### src/rtl/srq_pkg.sv
`timescale 1ns/1ps
package srq_pkg;
  localparam int unsigned STB_W   = 8;
  localparam int unsigned SUM_POS = 6;
endpackage

### src/rtl/srq_enable_reg.sv
`timescale 1ns/1ps
module srq_enable_reg #(
  parameter int unsigned W    = srq_pkg::STB_W,
  parameter int unsigned HOLE = srq_pkg::SUM_POS
) (
  input  logic         clk_i,
  input  logic         rst_ni,
  input  logic         wr_i,
  input  logic [W-1:0] wdata_i,
  output logic [W-1:0] en_o
);
  localparam logic [W-1:0] HOLE_MASK = ~(W'(1) << HOLE);

  logic [W-1:0] en_q;

  always_ff @(posedge clk_i or negedge rst_ni) begin
    if (!rst_ni)   en_q <= '0;
    else if (wr_i) en_q <= wdata_i & HOLE_MASK;
  end

  assign en_o = en_q;

  AST_EN_WRITE: assert property (@(posedge clk_i) disable iff (!rst_ni)
    wr_i |=> (en_o == ($past(wdata_i) & HOLE_MASK)));
  AST_EN_HOLD: assert property (@(posedge clk_i) disable iff (!rst_ni)
    !wr_i |=> $stable(en_o));
endmodule

### src/rtl/srq_summary.sv
`timescale 1ns/1ps
module srq_summary #(
  parameter int unsigned W    = srq_pkg::STB_W,
  parameter int unsigned HOLE = srq_pkg::SUM_POS
) (
  input  logic [W-1:0] cond_i,
  input  logic [W-1:0] en_i,
  output logic [W-1:0] stb_o,
  output logic         mss_o
);
  localparam logic [W-1:0] HOLE_MASK = ~(W'(1) << HOLE);

  assign mss_o = |(cond_i & en_i & HOLE_MASK);

  for (genvar i = 0; i < W; i++) begin : g_bit
    if (i == HOLE) begin : g_sum
      assign stb_o[i] = mss_o;
    end else begin : g_cond
      assign stb_o[i] = cond_i[i];
    end
  end
endmodule

### src/rtl/srq_flag.sv
`timescale 1ns/1ps
module srq_flag (
  input  logic clk_i,
  input  logic rst_ni,
  input  logic mss_i,
  input  logic poll_i,
  output logic rqs_o
);
  logic mss_q, rqs_q, rise;

  assign rise = mss_i & ~mss_q;

  always_ff @(posedge clk_i or negedge rst_ni) begin
    if (!rst_ni) begin
      mss_q <= 1'b0;
      rqs_q <= 1'b0;
    end else begin
      mss_q <= mss_i;
      // a new rise outranks a same-cycle poll so no request is lost
      if (rise)        rqs_q <= 1'b1;
      else if (poll_i) rqs_q <= 1'b0;
    end
  end

  assign rqs_o = rqs_q;

  AST_RQS_SET: assert property (@(posedge clk_i) disable iff (!rst_ni)
    (mss_i && !mss_q) |=> rqs_o);
  AST_RQS_HOLD: assert property (@(posedge clk_i) disable iff (!rst_ni)
    (rqs_o && !poll_i) |=> rqs_o);
  AST_POLL_CLR: assert property (@(posedge clk_i) disable iff (!rst_ni)
    (poll_i && !(mss_i && !mss_q)) |=> !rqs_o);
  AST_NO_REARM: assert property (@(posedge clk_i) disable iff (!rst_ni)
    (!rqs_o && mss_q && mss_i) |=> !rqs_o);
endmodule

### src/rtl/svc_req_status.sv
`timescale 1ns/1ps
module svc_req_status #(
  parameter int unsigned W    = srq_pkg::STB_W,
  parameter int unsigned HOLE = srq_pkg::SUM_POS
) (
  input  logic         clk_i,
  input  logic         rst_ni,
  input  logic [W-1:0] cond_i,
  input  logic         en_wr_i,
  input  logic [W-1:0] en_wdata_i,
  output logic [W-1:0] en_rdata_o,
  output logic [W-1:0] stb_o,
  input  logic         poll_i,
  output logic [W-1:0] poll_data_o,
  output logic         srq_o
);
  localparam logic [W-1:0] HOLE_BIT = W'(1) << HOLE;

  logic [W-1:0] en;
  logic         mss, rqs;

  srq_enable_reg #(.W(W), .HOLE(HOLE)) u_en (
    .clk_i(clk_i), .rst_ni(rst_ni), .wr_i(en_wr_i), .wdata_i(en_wdata_i), .en_o(en)
  );

  srq_summary #(.W(W), .HOLE(HOLE)) u_sum (
    .cond_i(cond_i), .en_i(en), .stb_o(stb_o), .mss_o(mss)
  );

  srq_flag u_flag (
    .clk_i(clk_i), .rst_ni(rst_ni), .mss_i(mss), .poll_i(poll_i), .rqs_o(rqs)
  );

  assign en_rdata_o  = en;
  assign poll_data_o = (stb_o & ~HOLE_BIT) | (rqs ? HOLE_BIT : '0);
  assign srq_o       = rqs;

  AST_EN_HOLE_ZERO: assert property (@(posedge clk_i) disable iff (!rst_ni)
    en_wr_i |=> !en_rdata_o[HOLE]);
endmodule

### config.mk
export PLATFORM = sky130hd
export DESIGN_NAME = svc_req_status
export DESIGN_NICKNAME = d
export VERILOG_FILES = /design/src/rtl/srq_pkg.sv /design/src/rtl/srq_enable_reg.sv /design/src/rtl/srq_summary.sv /design/src/rtl/srq_flag.sv /design/src/rtl/svc_req_status.sv
export SDC_FILE = /design/constraint.sdc
export NUM_CORES = 1
export LEC_CHECK = 0
export BUFFER_PORTS_ARGS = -buffer_cell sky130_fd_sc_hd__buf_4
export CAP_MARGIN = 10
export CORE_UTILIZATION = 35
export DETAILED_ROUTE_END_ITERATION = 6
export GPL_TIMING_DRIVEN = 0
export HOLD_SLACK_MARGIN = 0.03
export PLACE_DENSITY = 0.79
export SLEW_MARGIN = 20
export SYNTH_ARGS = -nofsm -noshare
export SYNTH_HDL_FRONTEND = slang
export SYNTH_SLANG_ARGS = --single-unit
### constraint.sdc
create_clock -name clk_i -period 1.57 [get_ports clk_i]
set_input_delay 0.314 -clock clk_i [delete_from_list [all_inputs] [get_ports clk_i]]
set_output_delay 0.314 -clock clk_i [all_outputs]
set_load 0.005 [all_outputs]
; Yosys cells after proc, flatten, opt, wreduce, memory -nomap -nowiden
; Cells that the tools add are included.
[op_classes]
muxes = 3
n_bitwise = 4
reduce_logical = 2
[op_table]
columns = op, count
row1 = $and A8 B8 Y8, 1
row2 = $or A8 B8 Y8, 1
row3 = $mux W7, 1
row4 = $reduce_or A7 Y1, 1
row5 = $mux W1, 2
row6 = $reduce_bool A2 Y1, 1
row7 = $and A1 B1 Y1, 1
row8 = $not A1 Y1, 1
[totals]
input_bits = 20
regBits = 9
wordCells = 12
output_inout_bits = 25

; Longest topological paths before layout
; Gate-level depths: netlist of the first run.
[logic_depth]
depth_word = 4
ltp_mapped = 3
ltp_nobuf = 3

; Modules after synthesis
; Synthesis of the first run repeated with hierarchy kept, for this count alone.
[unflattened]
cells_unflattened = 42
area_unflattened_um2 = 523.0
[by_module_without_submodules]
columns = mod, area_each_um2, n_inst, seq_area_each_um2, cells_per_inst
row1 = srq_enable_reg, 302.8, 1, 175.2, 17
row2 = srq_summary, 90.1, 1, 0.0, 12
row3 = srq_flag, 70.1, 1, 50.0, 5
row4 = svc_req_status, 60.1, 1, 0.0, 8

; Worst setup path before layout of the first run
; Ideal clock, no wire load.
[synth_path]
kind = reg2out
startpoint = register u_en.en_q[3] (netlist: u_en.en_o[3])
endpoint = output port stb_o[6]
stages_incl_launch_ff = 4
path_buffers = 1
slack_ns = 0.288
t_required_ns = 1.256
t_arrival_ns = 0.968
path_cell_list = dfrtp_1 a222oi_1 nand3_1 buf_4
[synth_via]
elab_chain_len = 2
[synth_rtl]
columns = item, line_no
row1 = from (decl), srq_enable_reg.sv:14  ; logic [W-1:0] en_q;
row2 = from (signal assigned), srq_enable_reg.sv:18  ; else if (wr_i) en_q <= wdata_i & HOLE_MASK;
row3 = $and A8 B8 Y8, srq_summary.sv:13  ; assign mss_o = |(cond_i & en_i & HOLE_MASK);
row4 = $reduce_or A7 Y1, srq_summary.sv:13
row5 = to (decl), svc_req_status.sv:12  ; output logic [W-1:0] stb_o,
; Every way passes these cells.

; Worst setup path in the final report of the first run
; Same ends and word-level chain as after synthesis.

==> impl_metrics.json, run 1 <==
{
  "r2r_cells": 4,
  "num_vias": 463,
  "path_class": "flop to output pin",
  "antenna_found_initial": 0,
  "globalplace.congestion": 0.670,
  "cp_max_fo": 2,
  "via_per_inst": 4.50,
  "met3_wirelength_um": 101,
  "met1_length_um": 436,
  "rows": 13,
  "syn_to_final_growth_pct": 74.6,
  "antenna_cells": 0,
  "ys_seq_area_share_pct": 46.3,
  "reg2reg_to": "u_flag.rqs_o",
  "crit_buf_inv": 1,
  "setup_violations": 1,
  "hold_depth": 2,
  "cts_buffers": 3,
  "portBuffers": 40,
  "synth_nets": 62,
  "initialDrtViolationCount": 8,
  "clk_pin_slew_worst_paths_ns": 0.06,
  "netlist_top_cells_area": "dfrtp_1 (46%), buf_4 (26%), mux2_2 (16%), a22oi_1 (3.1%), a222oi_1 (2.1%)",
  "fmax_mhz": 616,
  "startpoint_type": "flop",
  "yosysUniqueCellTypes": 10,
  "crit_chain": "a222oi_1, nand3_1, buf_4",
  "die_y_um": 39.3,
  "hp-start": "en_wdata_i[7]",
  "required_ns": 1.26,
  "grt_max_degree": 10,
  "min_period_over_period_pct": 103,
  "nets": 109,
  "die-area_sq_mm": 0.00154,
  "top_layer": "met3",
  "maxSlewViolCount": 0,
  "met2WireLength_um": 630,
  "root_buffer": "clkbuf_4",
  "hold_viol_final": 0,
  "cts_tree": "yes",
  "p_total_mw": 0.655,
  "synth_warnings": 0,
  "p_leak_nw": 0.465,
  "min_path_type": "input port to flop",
  "grt_pass1_vias": 445,
  "drt_wl_total_um": 1170,
  "core_sq_mm": 0.00130,
  "syn_area_sq_um": 487,
  "fin_ws_ns": -0.0542,
  "htreeDepth": 1,
  "place_hpwl_um": 945,
  "startpoint": "u_en.en_o[3]",
  "final_antenna_net_count": 0,
  "synth_largest_area_cell": "dfrtp_1",
  "period_minus_slack_ns": 1.62,
  "layout_common_cells": "buf_4 (58), dfrtp_1 (9), mux2_2 (7)",
  "power.density_mw_per_mm2": 771,
  "drive_gt1_share_pct": 78.4,
  "synth_top_area_share_pct": 46.3,
  "io_pins": 45,
  "rsz0062_at_grt": "yes",
  "critical_path.top_delay_family": "flip-flops",
  "die_w_um": 39.3,
  "ys_ff_latch": 9,
  "reg2reg_from": "u_en.en_o[3]",
  "finish.utilization_pct": 65.3,
  "synthCells": 42,
  "syn_avg_cell_area_sq_um": 11.6,
  "slowest_delay_ns": 0.39,
  "crit_slowest_cell": "dfrtp_1",
  "final_cell_area_sq_um": 850,
  "min_to": "u_en.en_o[7]",
  "dr.pass1.iters": 4,
  "drc": 0,
  "ir_drop_uv": 484,
  "status": "finished, violations left",
  "cts_sinks": 9,
  "clock_skew_ns": 0.000928,
  "grt_pass1_wl_um": 1780,
  "critical_path_arrival_ns": 1.31,
  "dpl_cell_area_sq_um": 806,
  "violations": "setup timing",
  "wl_per_cell_um": 11.3,
  "start_util_pct": 37.4,
  "clk_latency_ns": 0.26,
  "holdWs_ns": 0.288,
  "rrSetupSlack_ns": 0.23,
  "mostFrequentLayoutCell": "buf_4",
  "grt_util_all_layers_pct": 17.6,
  "grt-ovfl-total": 0,
  "worstSetupEndpointType": "output pin",
  "cts.path.max_buffers": 2,
  "maxCapViolCount": 0
}
-- final cells by class --
type | instances | area, sq um
clock buffers | 4 | 26.3
inverters | 2 | 7.51
multi-input cells | 13 | 121
well taps | 15 | 18.8
fillers | 112 | 452
plain buffers | 17 | 125
flip-flops and latches | 9 | 225
repair buffers | 43 | 325
-- metal layers --
layer	vias up	global-route usage (%)
met4	0	5.17
li1	213	-
met1	220	20.1
met2	30	31.3
met5	-	0
met3	0	5.11
-- cell families (layout without fill, tap and decap cells) --
| logic type | count (synthesis) | count (layout) | synth area share [%] |
|---|---|---|---|
| buf+inv | 20 | 66 | 28.8 |
| other cells | 1 | 1 | 0.770 |
| simple gates | 1 | 1 | 1.03 |
| compound gates | 4 | 4 | 6.94 |
| mux | 7 | 7 | 16.2 |
| flops | 9 | 9 | 46.3 |
-- worst max-delay path by stage --
stage | to | cells past startpoint
6_report | stb_o[6] | 3
4_1_cts | stb_o[6] | 3
3_3_place_gp | stb_o[6] | 5
3_5_place_dp | stb_o[6] | 5
2_1_floorplan | stb_o[6] | 3
5_1_grt | stb_o[6] | 3
-- synthesized netlist by cell type --
master,number
inv_1,2
a22o_1,1
a222oi_1,1
nand3_1,1
dfrtp_1,9
mux2_2,7
buf_4,17
buf_2,1
a22oi_1,2
conb_1,1
-- power by group --
| part | leakage (nW) | internal [mW] | total [mW] | switching, mW |
|---|---|---|---|---|
| sequential | 0.105 | 0.257 | 0.275 | 0.0179 |
| combinational | 0.345 | 0.142 | 0.203 | 0.0611 |
| clock | 0.0150 | 0.0978 | 0.177 | 0.0787 |
-- metrics by stage --
stage | worst slack (ns) | setup TNS (ns) | std cells
floorplan | 0.288 | 0 | 42
global placement | -0.0141 | -0.0141 | 97
detailed placement | -0.0308 | -0.0308 | 97
CTS | -0.0931 | -0.0931 | 103
global route | -0.158 | -0.158 | 103
finish | -0.0542 | -0.0542 | 103
-- sequential cells by signal, summed over array words and instances, names as in the netlist --
name / flops
u_en.en_o: 7
u_flag.mss_q: 1
u_flag.rqs_o: 1
-- what timing repair did --
item | CTS | global route
endpoints found under the hold margin | 9 | 0
gates resized for setup | 0 | 0
endpoints found under the setup margin | 1 | 1
buffers inserted | 2 | 0
pin swaps | 2 | 1
hold buffers | 1 | 0
No activity file was read; power rests on OpenSTA's default activity.
==> inputs of run 2 (changes only) <==
RECOVER_POWER = 25   (was not set)
clock period = 1.5 ns   (was 1.57 ns; I/O delays follow)
==> run 2 against run 1 <==
Against the previous run:
- the flow still finishes with violations (setup timing)
- setup slack lost 0.056 ns
- register-to-register slack lost 0.07 ns
- routed wire length is the same
- utilization shrank 0.29 points
==> impl_metrics.json, run 2 (synthesis results as in run 1) <==
{
  "status": "finished, violations left",
  "violations": "setup timing",
  "crit_chain": "a222oi_1, nand3_1, buf_4",
  "portBuffers": 40,
  "cts_sinks": 9,
  "wl_per_cell_um": 11.3,
  "place_hpwl_um": 945,
  "antenna_cells": 0,
  "path_class": "flop to output pin",
  "power_frac_seq_pct": 42.1,
  "dr.pass1.iters": 4,
  "clkPwrFrac_pct": 27.0,
  "cts_buffers": 3,
  "met2WireLength_um": 628,
  "maxCapViolCount": 0,
  "p_leak_nw": 0.461,
  "syn_to_final_growth_pct": 73.8,
  "die_w_um": 39.3,
  "fmax_mhz": 621,
  "die-area_sq_mm": 0.00154,
  "globalplace.congestion": 0.670,
  "rsz0062_at_grt": "yes",
  "p_comb_share_pct": 30.9,
  "htreeDepth": 1,
  "required_ns": 1.20,
  "initialDrtViolationCount": 8,
  "clk_latency_ns": 0.26,
  "grt_util_all_layers_pct": 17.6,
  "crit_slowest_cell": "dfrtp_1",
  "min_path_type": "input port to flop",
  "switchingPower_mw": 0.165,
  "drc": 0,
  "p_int_mw": 0.519,
  "fin_cells": 103,
  "grt_pass1_vias": 445,
  "antenna_found_initial": 0,
  "fill_cells": 113,
  "swShare_pct": 24.1,
  "root_buffer": "clkbuf_4",
  "grt_pass1_wl_um": 1780,
  "met1_length_um": 431,
  "final_antenna_net_count": 0,
  "post_cts_resized": 0,
  "drt_wl_total_um": 1170,
  "worstSetupEndpointType": "output pin",
  "core_sq_mm": 0.00130,
  "startpoint_type": "flop",
  "dp.cells": 97,
  "via_per_inst": 4.48,
  "setup_violations": 1,
  "period_minus_slack_ns": 1.61,
  "holdWs_ns": 0.274,
  "maxSlewViolCount": 0,
  "cp_max_fo": 2,
  "fin_ws_ns": -0.110,
  "clock_skew_ns": 0.00114,
  "hold_viol_final": 0,
  "largest_register_ffs": 7,
  "start_util_pct": 37.4,
  "num_vias": 461,
  "critical_path_arrival_ns": 1.31,
  "io_pins": 45,
  "power.density_mw_per_mm2": 809,
  "finish.utilization_pct": 65.0,
  "rows": 13,
  "cts_tree": "yes",
  "cts.path.max_buffers": 2,
  "grt_max_degree": 10,
  "grt-ovfl-total": 0,
  "drive_gt1_share_pct": 77.3,
  "ir_drop_uv": 502,
  "top_layer": "met3",
  "die_y_um": 39.3,
  "clk_pin_slew_worst_paths_ns": 0.06,
  "slowest_delay_ns": 0.39,
  "met3_wirelength_um": 107,
  "min_period_over_period_pct": 107,
  "mostFrequentLayoutCell": "buf_4",
  "nets": 109,
  "layout_common_cells": "buf_4 (57), dfrtp_1 (9), mux2_2 (7)"
}
==> run 2: cell count changes in the layout (fill, tap and decap cells not counted) <==
cell,delta
buf_4,-1
clkbuf_1,+1
==> run 2: area by class of cell <==
type,instances,area (sq um),share of cell area (%)
timing repair buffer,43,322,38.0
inverter,2,7.51,0.888
multi-input combinational,13,121,14.3
clock buffer,4,26.3,3.11
tap,15,18.8,2.22
sequential,9,225,26.6
buffer,17,125,14.8
==> run 2: worst paths after layout <==
| kind | start | endpoint | slack (ns) | depth (start not counted) |
|---|---|---|---|---|
| min in group asynchronous | rst_ni | u_en.en_o[2] | 0.51 | 2 |
| max | u_en.en_o[3] | stb_o[6] | -0.11 | 3 |
| min | en_wdata_i[7] | u_en.en_o[7] | 0.27 | 2 |
| max in group asynchronous | rst_ni | u_en.en_o[7] | 0.67 | 2 |
| min reg2reg | u_en.en_o[7] | u_en.en_o[7] | 0.54 | 1 |
| max reg2reg | u_en.en_o[3] | u_flag.rqs_o | 0.16 | 4 |
==> run 2: power by group through the flow <==
stage                     clock network [mW]  registers [mW]  logic [mW]
after global placement                     0           0.292       0.202
after global routing                   0.204           0.293       0.233
after floorplan                            0           0.292      0.0814
after CTS                              0.186           0.288       0.216
after detailed placement                   0           0.294       0.208
final                                  0.185           0.288       0.212
==> run 2: metal layers <==
layer	global-route usage, %	vias to the layer above
li1	-	213
met1	20.1	218
met2	31.3	30
met3	5.11	0
met4	5.17	0
met5	0	-
==> run 2: repair_timing <==
item / in CTS / in global routing
buffers inserted: 2 / 0
pin swaps: 2 / 1
hold buffers: 1 / 0
endpoints found under the hold margin: 9 / 0
endpoints found under the setup margin: 1 / 1
==> run 2: per-stage QoR <==
| step | TNS [ns] | setup WS, ns | area (sq um) | total power [mW] |
|---|---|---|---|---|
| floorplan | 0 | 0.232 | 487 | 0.373 |
| global placement | -0.0561 | -0.0561 | 806 | 0.494 |
| detailed placement | -0.0728 | -0.0728 | 806 | 0.502 |
| CTS | -0.149 | -0.149 | 850 | 0.690 |
| global route | -0.214 | -0.214 | 846 | 0.730 |
| finish | -0.110 | -0.110 | 846 | 0.684 |
==> run 2: critical path, delay by kind of cell (launching register included) <==
family                 cells  cell delay (ns)
DFF                        1             0.39
AOI/OAI and AO/OA          1             0.35
and+or+nand+nor            1             0.16
buffers and inverters      1             0.16
